[config.mk]
export PLATFORM = sky130hd
export DESIGN_NAME = evtTimer16
export DESIGN_NICKNAME = d
export VERILOG_FILES = /design/src/rtl/evtTimerPkg.sv /design/src/rtl/evtTimerDatapath.sv /design/src/rtl/evtTimerCtrl.sv /design/src/rtl/evtTimer16.sv
export SDC_FILE = /design/constraint.sdc
export NUM_CORES = 1
export LEC_CHECK = 0
export BUFFER_PORTS_ARGS = -buffer_cell sky130_fd_sc_hd__buf_2
export CAP_MARGIN = 20
export CORE_ASPECT_RATIO = 1.75
export CORE_UTILIZATION = 30
export DETAILED_ROUTE_END_ITERATION = 6
export SYNTH_ARGS = -nofsm -noshare
export SYNTH_HDL_FRONTEND = slang
export SYNTH_SLANG_ARGS = --single-unit
[constraint.sdc]
create_clock -name clk -period 3.1 [get_ports clk]
set_clock_uncertainty 0.2 [all_clocks]
set_input_delay 0.155 -clock clk [delete_from_list [all_inputs] [get_ports clk]]
set_output_delay 0.155 -clock clk [all_outputs]
set_load 0.005 [all_outputs]
[src/rtl/evtTimerPkg.sv]
package evtTimerPkg;
  typedef enum logic [1:0] {
    MODE_STOP  = 2'b00,
    MODE_FREE  = 2'b01,
    MODE_EDGE  = 2'b10,
    MODE_MATCH = 2'b11
  } modeE;

  // Strobes from control to datapath, one cycle each.
  typedef struct packed {
    logic cntInc;
    logic cntClr;
    logic cap0;
    logic cap1;
  } dpStrobeT;
endpackage

[src/rtl/evtTimerDatapath.sv]
module evtTimerDatapath
  import evtTimerPkg::*;
#(
  parameter int W = 16
) (
  input  logic         clk,
  input  logic         rstN,
  input  dpStrobeT     strobe,
  input  logic         wrCc0,
  input  logic         wrCc1,
  input  logic [W-1:0] wdata,
  output logic [W-1:0] cntQ,
  output logic [W-1:0] cc0Q,
  output logic [W-1:0] cc1Q,
  output logic         eq0,
  output logic         eq1,
  output logic         atMax,
  output logic         cc0Max
);
  localparam logic [W-1:0] CNT_STEP = W'(1);
  localparam logic [W-1:0] CNT_TOP  = {W{1'b1}};

  always_ff @(posedge clk) begin
    if (!rstN) begin
      cntQ <= '0;
      cc0Q <= '0;
      cc1Q <= '0;
    end else begin
      if (strobe.cntClr)      cntQ <= '0;
      else if (strobe.cntInc) cntQ <= cntQ + CNT_STEP;
      // a capture takes precedence over a software write in the same cycle
      if (strobe.cap0)        cc0Q <= cntQ;
      else if (wrCc0)         cc0Q <= wdata;
      if (strobe.cap1)        cc1Q <= cntQ;
      else if (wrCc1)         cc1Q <= wdata;
    end
  end

  assign eq0    = (cntQ == cc0Q);
  assign eq1    = (cntQ == cc1Q);
  assign atMax  = (cntQ == CNT_TOP);
  assign cc0Max = (cc0Q == CNT_TOP);
endmodule

[src/rtl/evtTimerCtrl.sv]
module evtTimerCtrl
  import evtTimerPkg::*;
#(
  parameter int SYNC_STAGES = 2
) (
  input  logic       clk,
  input  logic       rstN,
  input  logic       cntEn,
  input  logic [1:0] evtIn,
  input  logic       ctrlWr,
  input  logic [5:0] wdata,
  input  logic       eq0,
  input  logic       eq1,
  input  logic       atMax,
  input  logic       cc0Max,
  output logic [7:0] ctrlQ,
  output dpStrobeT   strobe,
  output logic       toggleOut,
  output logic       irqOut
);
  localparam int NUM_EVT = 2;

  modeE       modeQ;
  logic       tglSelQ;
  logic [1:0] capModeQ;
  logic       ovfQ;
  logic       ovfArmQ;
  logic [1:0] capPendQ;
  logic [NUM_EVT-1:0] evtRise;

  // Synchronizer and rising-edge detector for each event input
  for (genvar i = 0; i < NUM_EVT; i++) begin : g_sync
    logic [SYNC_STAGES-1:0] shiftQ;
    logic                   prevQ;
    always_ff @(posedge clk) begin
      if (!rstN) begin
        shiftQ <= '0;
        prevQ  <= 1'b0;
      end else begin
        shiftQ <= {shiftQ[SYNC_STAGES-2:0], evtIn[i]};
        prevQ  <= shiftQ[SYNC_STAGES-1];
      end
    end
    assign evtRise[i] = shiftQ[SYNC_STAGES-1] & ~prevQ;
  end

  logic running, tick, match0, match1, edgeClr, matchClr, ovfHit;
  logic capIrq, irqNext, tglNext;
  logic [1:0] capHit;

  always_comb begin
    running  = (modeQ != MODE_STOP);
    tick     = running & cntEn;
    match0   = tick & eq0 & ~capModeQ[0];
    match1   = tick & eq1 & ~capModeQ[1];
    capHit   = {NUM_EVT{running}} & capModeQ & evtRise;
    edgeClr  = running & (modeQ == MODE_EDGE) & evtRise[0];
    matchClr = match0 & (modeQ == MODE_MATCH);
    ovfHit   = tick & atMax & ((modeQ != MODE_MATCH) | cc0Max);
    capIrq   = tick & (|capPendQ);
    irqNext  = match0 | match1 | capIrq;
    tglNext  = match0 | match1 | (running & tglSelQ & evtRise[0]);
    strobe.cntInc = tick;
    strobe.cntClr = ~running | edgeClr | matchClr;
    strobe.cap0   = capHit[0];
    strobe.cap1   = capHit[1];
  end

  always_ff @(posedge clk) begin
    if (!rstN) begin
      modeQ     <= MODE_STOP;
      tglSelQ   <= 1'b0;
      capModeQ  <= '0;
      ovfQ      <= 1'b0;
      ovfArmQ   <= 1'b0;
      capPendQ  <= '0;
      toggleOut <= 1'b0;
      irqOut    <= 1'b0;
    end else begin
      if (ctrlWr) begin
        if (!running) begin
          modeQ    <= modeE'(wdata[3:2]);
          tglSelQ  <= wdata[1];
          capModeQ <= wdata[5:4];
        end else if (wdata[3:2] == 2'b00) begin
          modeQ <= MODE_STOP;
        end
      end
      if (ovfHit)                                ovfQ <= 1'b1;
      else if (ctrlWr && !wdata[0] && !ovfArmQ)  ovfQ <= 1'b0;
      if (ovfHit)                ovfArmQ <= 1'b1;
      else if (tick || !running) ovfArmQ <= 1'b0;
      for (int i = 0; i < NUM_EVT; i++) begin
        if (!running)      capPendQ[i] <= 1'b0;
        else if (capHit[i]) capPendQ[i] <= 1'b1;
        else if (cntEn)    capPendQ[i] <= 1'b0;
      end
      irqOut    <= irqNext;
      toggleOut <= toggleOut ^ tglNext;
    end
  end

  assign ctrlQ = {2'b00, capModeQ, modeQ, tglSelQ, ovfQ};
endmodule

[src/rtl/evtTimer16.sv]
module evtTimer16
  import evtTimerPkg::*;
#(
  parameter int W           = 16,
  parameter int SYNC_STAGES = 2
) (
  input  logic         clk,
  input  logic         rstN,
  input  logic         cntEn,
  input  logic         evt0In,
  input  logic         evt1In,
  input  logic [1:0]   busAddr,
  input  logic         busWrEn,
  input  logic [W-1:0] busWdata,
  output logic [W-1:0] busRdata,
  output logic         toggleOut,
  output logic         irqOut
);
  localparam logic [1:0] ADDR_CTRL = 2'd0;
  localparam logic [1:0] ADDR_CC0  = 2'd1;
  localparam logic [1:0] ADDR_CC1  = 2'd2;

  dpStrobeT   strobe;
  logic [7:0] ctrlQ;
  logic [W-1:0] cntQ, cc0Q, cc1Q;
  logic eq0, eq1, atMax, cc0Max;

  evtTimerCtrl #(.SYNC_STAGES(SYNC_STAGES)) u_ctrl (
    .clk(clk), .rstN(rstN), .cntEn(cntEn), .evtIn({evt1In, evt0In}),
    .ctrlWr(busWrEn && busAddr == ADDR_CTRL), .wdata(busWdata[5:0]),
    .eq0(eq0), .eq1(eq1), .atMax(atMax), .cc0Max(cc0Max),
    .ctrlQ(ctrlQ), .strobe(strobe), .toggleOut(toggleOut), .irqOut(irqOut)
  );

  evtTimerDatapath #(.W(W)) u_dp (
    .clk(clk), .rstN(rstN), .strobe(strobe),
    .wrCc0(busWrEn && busAddr == ADDR_CC0),
    .wrCc1(busWrEn && busAddr == ADDR_CC1),
    .wdata(busWdata), .cntQ(cntQ), .cc0Q(cc0Q), .cc1Q(cc1Q),
    .eq0(eq0), .eq1(eq1), .atMax(atMax), .cc0Max(cc0Max)
  );

  always_comb begin
    case (busAddr)
      ADDR_CTRL: busRdata = W'(ctrlQ);
      ADDR_CC0:  busRdata = cc0Q;
      ADDR_CC1:  busRdata = cc1Q;
      default:   busRdata = cntQ;
    endcase
  end
endmodule

== After elaboration in Yosys (flattened, before gate mapping) ==
Cells that the tools add are included.

* Add/sub/neg operators: 1
* Equality and inequality tests: 10
* Muxes and demuxes: 14
* Bitwise operators: 30
* Reductions and logical operators: 23

{| class="wikitable"
|+ Operators by type and width
! operator !! count
|-
| two-way mux 16 bit || 4
|-
| case mux 16 bit (3 select lines) || 1
|-
| equality test 16 bit || 2
|-
| equality test 16 bit, second input constant || 2
|-
| adder 16 x 1 -> 16 bit, second input constant || 1
|-
| bitwise AND 1 bit || 15
|-
| nonzero test 2 bit || 7
|-
| two-way mux 1 bit || 7
|-
| equality test 2 bit, second input constant || 3
|-
| NOT 1 bit || 6
|-
| bitwise OR 1 bit || 6
|-
| AND reduction 2 bit || 3
|-
| logical AND 1 bit || 5
|-
| bitwise AND 2 bit || 2
|-
| logical NOT 2 bit || 2
|-
| two-way mux 2 bit || 2
|-
| != test 2 bit, second input constant || 2
|-
| OR reduction 2 bit || 2
|-
| logical NOT 1 bit || 3
|-
| equality test 2 x 1 -> 1 bit, second input constant || 1
|-
| logical OR 1 bit || 1
|-
| bitwise XOR 1 bit || 1
|}

* Register bits after elaboration: 65
* Input bits: 24
* Logic and storage cells: 94

== Logic depth before layout (Yosys ltp) ==
* Word-level depth: 7
* Gate-level depth with buffers: 8
* Mapped depth without buffers: 6

== Hierarchy ==
A second synthesis with hierarchy kept.

* Cell total of the unflattened synthesis: 437
* Area total of the unflattened synthesis: 3991.3 um^2

{| class="wikitable"
|+ Modules (own cells, without submodules)
! module !! times used !! cells each !! area an instance (um^2) !! seq. area each (um^2)
|-
| evtTimerDatapath || 1 || 322 || 2800.2 || 960.9
|-
| evtTimerCtrl || 1 || 82 || 718.2 || 340.3
|-
| evtTimer16 || 1 || 33 || 473.0 || 0.0
|}

== Least setup slack after synthesis ==
No wires, ideal clock.

* Path kind: register to register
* Start: reg u_ctrl.modeQ[1]
* End: reg u_dp.cntQ[11]
* Arrival: 1772 ps
* Path slack: 1013 ps
* Stages on the path, launching flop included: 9
* Path through: dfxtp_1 buf_6 o21a_1 buf_6 nand3_2 or4_4 o31ai_4 buf_6 nor2_1

* Word-level cells in the longest chain between the ends: 7
* Elaborated cells on any way between the ends: 13

{| class="wikitable"
|+ Ends and longest elaborated chain
! what !! line !! text
|-
| start: declaration || evtTimerCtrl.sv:23 || <nowiki>modeE modeQ;</nowiki>
|-
| start signal: assignment || evtTimerCtrl.sv:82 || <nowiki>modeQ <= modeE'(wdata[3:2]);</nowiki>
|-
| nonzero test 2 bit || evtTimerCtrl.sv:52 || <nowiki>running = (modeQ != MODE_STOP);</nowiki>
|-
| bitwise AND 1 bit || evtTimerCtrl.sv:53 || <nowiki>tick = running & cntEn;</nowiki>
|-
| bitwise AND 1 bit (2 in series) || evtTimerCtrl.sv:54 || <nowiki>match0 = tick & eq0 & ~capModeQ[0];</nowiki>
|-
| bitwise AND 1 bit || evtTimerCtrl.sv:58 || <nowiki>matchClr = match0 & (modeQ == MODE_MATCH);</nowiki>
|-
| bitwise OR 1 bit || evtTimerCtrl.sv:64 || <nowiki>strobe.cntClr = ~running | edgeClr | matchClr;</nowiki>
|-
| OR reduction 2 bit (no line) || -- ||
|-
| end signal: assignment || evtTimerDatapath.sv:30 || <nowiki>else if (strobe.cntInc) cntQ <= cntQ + CNT_STEP;</nowiki>
|-
| end: declaration || evtTimerDatapath.sv:12 || <nowiki>output logic [W-1:0] cntQ,</nowiki>
|}

Parallel ways exist; a longest one is shown, timed or not.
A chain may end at the register's enable or synchronous reset.

== Worst setup path after layout ==
* Start: reg u_ctrl.modeQ[0]
* End: reg u_dp.cntQ[1]

The elaborated chain is that of the path after synthesis.

==> impl_metrics.toml <==
[status]
status = "finished, final reports clean"

[logic_synthesis]
seq_area_frac_synth_pct = 34.7
syn_area_sq_um = 3750
syn_area_per_cell_sq_um = 9.03
synth_edf_count = 0
synth_nets = 440
ys_seq_elements = 65
ys_types = 46
syn_inst = 415
synth_flop_cell = "dfxtp_1"
yosys_warnings = 0
async_flop_share_pct = 0

[pwr]
cellPowerDensity_nw_per_um2 = 479
static-leakage-power_uw = 0.00228
peakVddDrop_mv = 0.230

[sta]
maxSlewHeadroom_pct = 52.0
fin_hold_ws_ns = 0.00464
slew_violations = 0
max_freq_mhz = 386
period_share_pct = 83.6
period_minus_slack_ns = 2.59
tns_ns = 0
hold_viol = 0
worst_pin_slew_ns = 0.718
rsz0062_at_grt = "no"
setup_viol = 0

[setup_path]
worstPathArrival_ns = 2.59
cp_top_family = "compound AO/OA/AOI/OAI gates"
reg2reg_depth = 5
crit_fanout = 16
crit_type = "register to register"
reg2reg_from = "u_ctrl.modeQ[0]$_SDFFE_PN0P_"
timing.rr.end = "u_dp.cntQ[1]$_SDFFE_PP0N_"
path_buf_inv = 0
cp_slowest_cell = "o31ai_4"
critPathMaxStageDelay_ns = 0.64
path_cells = "o21a_1, nand3_2, or4_4, o31ai_4, nor2_1"
cp-end-kind = "register"
crit_required_ns = 3.10
r2r_slack_ns = 0.51
start_kind = "register"

[floorplanning]
die_y_um = 150
dieArea_sq_um = 13000
core_sq_um = 12100
io_pins = 42
num_rows = 53
start_util_pct = 31.0
die_x_um = 86.5

[global_route]
grt-ovfl-total = 0
grt_usage_pct = 18.7
grt_max_degree = 34
antenna_found_initial = 0
first_global_vias = 3450
grt_pass1_wl_mm = 18.1

[route]
num_vias = 3322
wl_mm = 11.2
drc = 0
wl_per_cell_um = 18.1
drtIter0Drc = 198
postRouteAntennaNets = 0
vias_per_cell = 5.38
drtPass1Iterations = 4

[worst_hold_path]
hold_path_end = "u_dp.cc1Q[14]$_SDFFE_PN0P_"
worstHoldStart = "busWdata[14]"
min_delay_path_depth = 4
hold_path.class = "input pin to register"

[cells_and_area]
drive_above_1_share_pct = 19.7
num_antenna_cells = 0
fin_nets = 472
area_growth_pct = 19.8
layout_common_cells = "dfxtp_1, nand2_1, buf_2"
final_common_cell = "dfxtp_1"

[clocking]
cts_buffers = 9
cts_max_level = 3
clk_path_buf_depth = 2
postCtsSetupRepairBufs = 0
cts_tree = "yes"
insertion_delay_ns = 0.34
cts_resized = 0
ctsHoldBuffers = 14
cts_root_buf = "clkbuf_16"
cts.sinks = 65
clk_pin_slew_worst_paths_ns = 0.06

[place]
port_buffers = 41
finalWeightedCongestion = 0.923
dp_hpwl_mm = 7.90

[flow_run]
drv_cap = 0
[worst min-delay path, delay by kind of cell]
family	cells	cell delay (ns)
buffers and inverters	1	0.10
multiplexers	1	0.06
AO/OA/AOI/OAI	1	0.14
AND/OR/NAND/NOR	1	0.06
[cells by family after synthesis]
logic type / synth area share [%]
adder cells (fa/ha/maj): 0.334
XOR/XNOR: 11.0
AND/OR/NAND/NOR: 21.1
AO/OA/AOI/OAI: 15.2
buffers and inverters: 5.54
flip-flops: 34.7
multiplexers: 12.1
[sequential cells by signal, indices dropped and copies added, names as in the netlist, 2 cells and up]
name and flops:
u_ctrl.modeQ 2, u_ctrl.capPendQ 2, u_dp.cntQ 16, u_dp.cc1Q 16, u_ctrl.capModeQ 2, u_dp.cc0Q 16
u_ctrl.g_sync.shiftQ 4, u_ctrl.g_sync.prevQ 2
[worst max path at each step]
stage | start | endpoint | slack, ns | cells after the start
finish | u_ctrl.modeQ[0]$_SDFFE_PN0P_ | u_dp.cntQ[1]$_SDFFE_PP0N_ | 0.51 | 5
global route | u_ctrl.modeQ[1]$_SDFFE_PN0P_ | u_dp.cntQ[5]$_SDFFE_PP0N_ | 0.28 | 5
CTS | u_ctrl.modeQ[1]$_SDFFE_PN0P_ | u_dp.cntQ[1]$_SDFFE_PP0N_ | 0.49 | 5
detailed placement | u_ctrl.modeQ[0]$_SDFFE_PN0P_ | u_dp.cntQ[5]$_SDFFE_PP0N_ | 0.52 | 5
global placement | u_ctrl.modeQ[1]$_SDFFE_PN0P_ | u_dp.cntQ[9]$_SDFFE_PP0N_ | 0.62 | 5
floorplan | u_ctrl.modeQ[1]$_SDFFE_PN0P_ | u_dp.cntQ[11]$_SDFFE_PP0N_ | 1.01 | 8
[through the flow]
step	util (%)	power (uW)	instances	area [sq um]	worst slack, ns
3_3_place_gp	33.5	1100	587	4040	0.621
6_report	37.2	2150	617	4490	0.508
2_1_floorplan	-	1040	415	3750	1.01
4_1_cts	37.2	2160	617	4490	0.495
3_5_place_dp	33.5	1100	587	4040	0.524
5_1_grt	37.2	2220	617	4490	0.281
[report_power, final]
part           total, uW  internal, uW  switching, uW
combinational        212          99.3            113
sequential           885           859           25.6
clock               1050           687            368
total               2150          1650            506
[routing by layer]
metal / track usage [%] / wire [um] / vias to the layer above / share of wire [%]
met3: 4.30 / 521 / 39 / 4.7
met1: 19.8 / 4270 / 1633 / 38
met2: 32.9 / 5840 / 102 / 52
met5: 0 / 0 / - / 0
li1: - / - / 1548 / -
met4: 11.6 / 545 / 0 / 4.9
[Yosys cell counts (2+ instances only)]
library cell | count | area, sq um
a21boi_0 | 5 | 37.5
a21oi_1 | 2 | 10.0
a22o_1 | 10 | 87.6
and2_1 | 6 | 37.5
and3_1 | 2 | 12.5
and4_1 | 2 | 17.5
buf_1 | 2 | 7.51
buf_2 | 7 | 35.0
buf_6 | 3 | 33.8
clkbuf_1 | 32 | 120
dfxtp_1 | 65 | 1300
mux2_2 | 10 | 113
mux2i_1 | 20 | 200
mux4_2 | 5 | 113
nand2_1 | 41 | 154
nand3_1 | 39 | 195
nand3b_1 | 2 | 15.0
nand4_1 | 10 | 62.6
nand4b_1 | 2 | 17.5
nor2_1 | 23 | 86.3
nor2b_1 | 8 | 50.1
nor3_1 | 2 | 10.0
nor4_1 | 9 | 56.3
o2111ai_1 | 2 | 17.5
o211a_1 | 32 | 320
o21a_1 | 2 | 15.0
o21ai_0 | 6 | 30.0
or2_2 | 3 | 18.8
xnor2_1 | 13 | 114
xor2_1 | 34 | 298
[cell type report]
type / count / area (sq um)
Fill cell: 1287 / 7580
Clock inverter: 2 / 35.0
Clock buffer: 14 / 274
Inverter: 1 / 3.75
Multi-Input combinational cell: 304 / 2240
Sequential cell: 65 / 1300
Timing Repair Buffer: 66 / 428
Tap cell: 165 / 206
(Power assumes the default switching activity.)
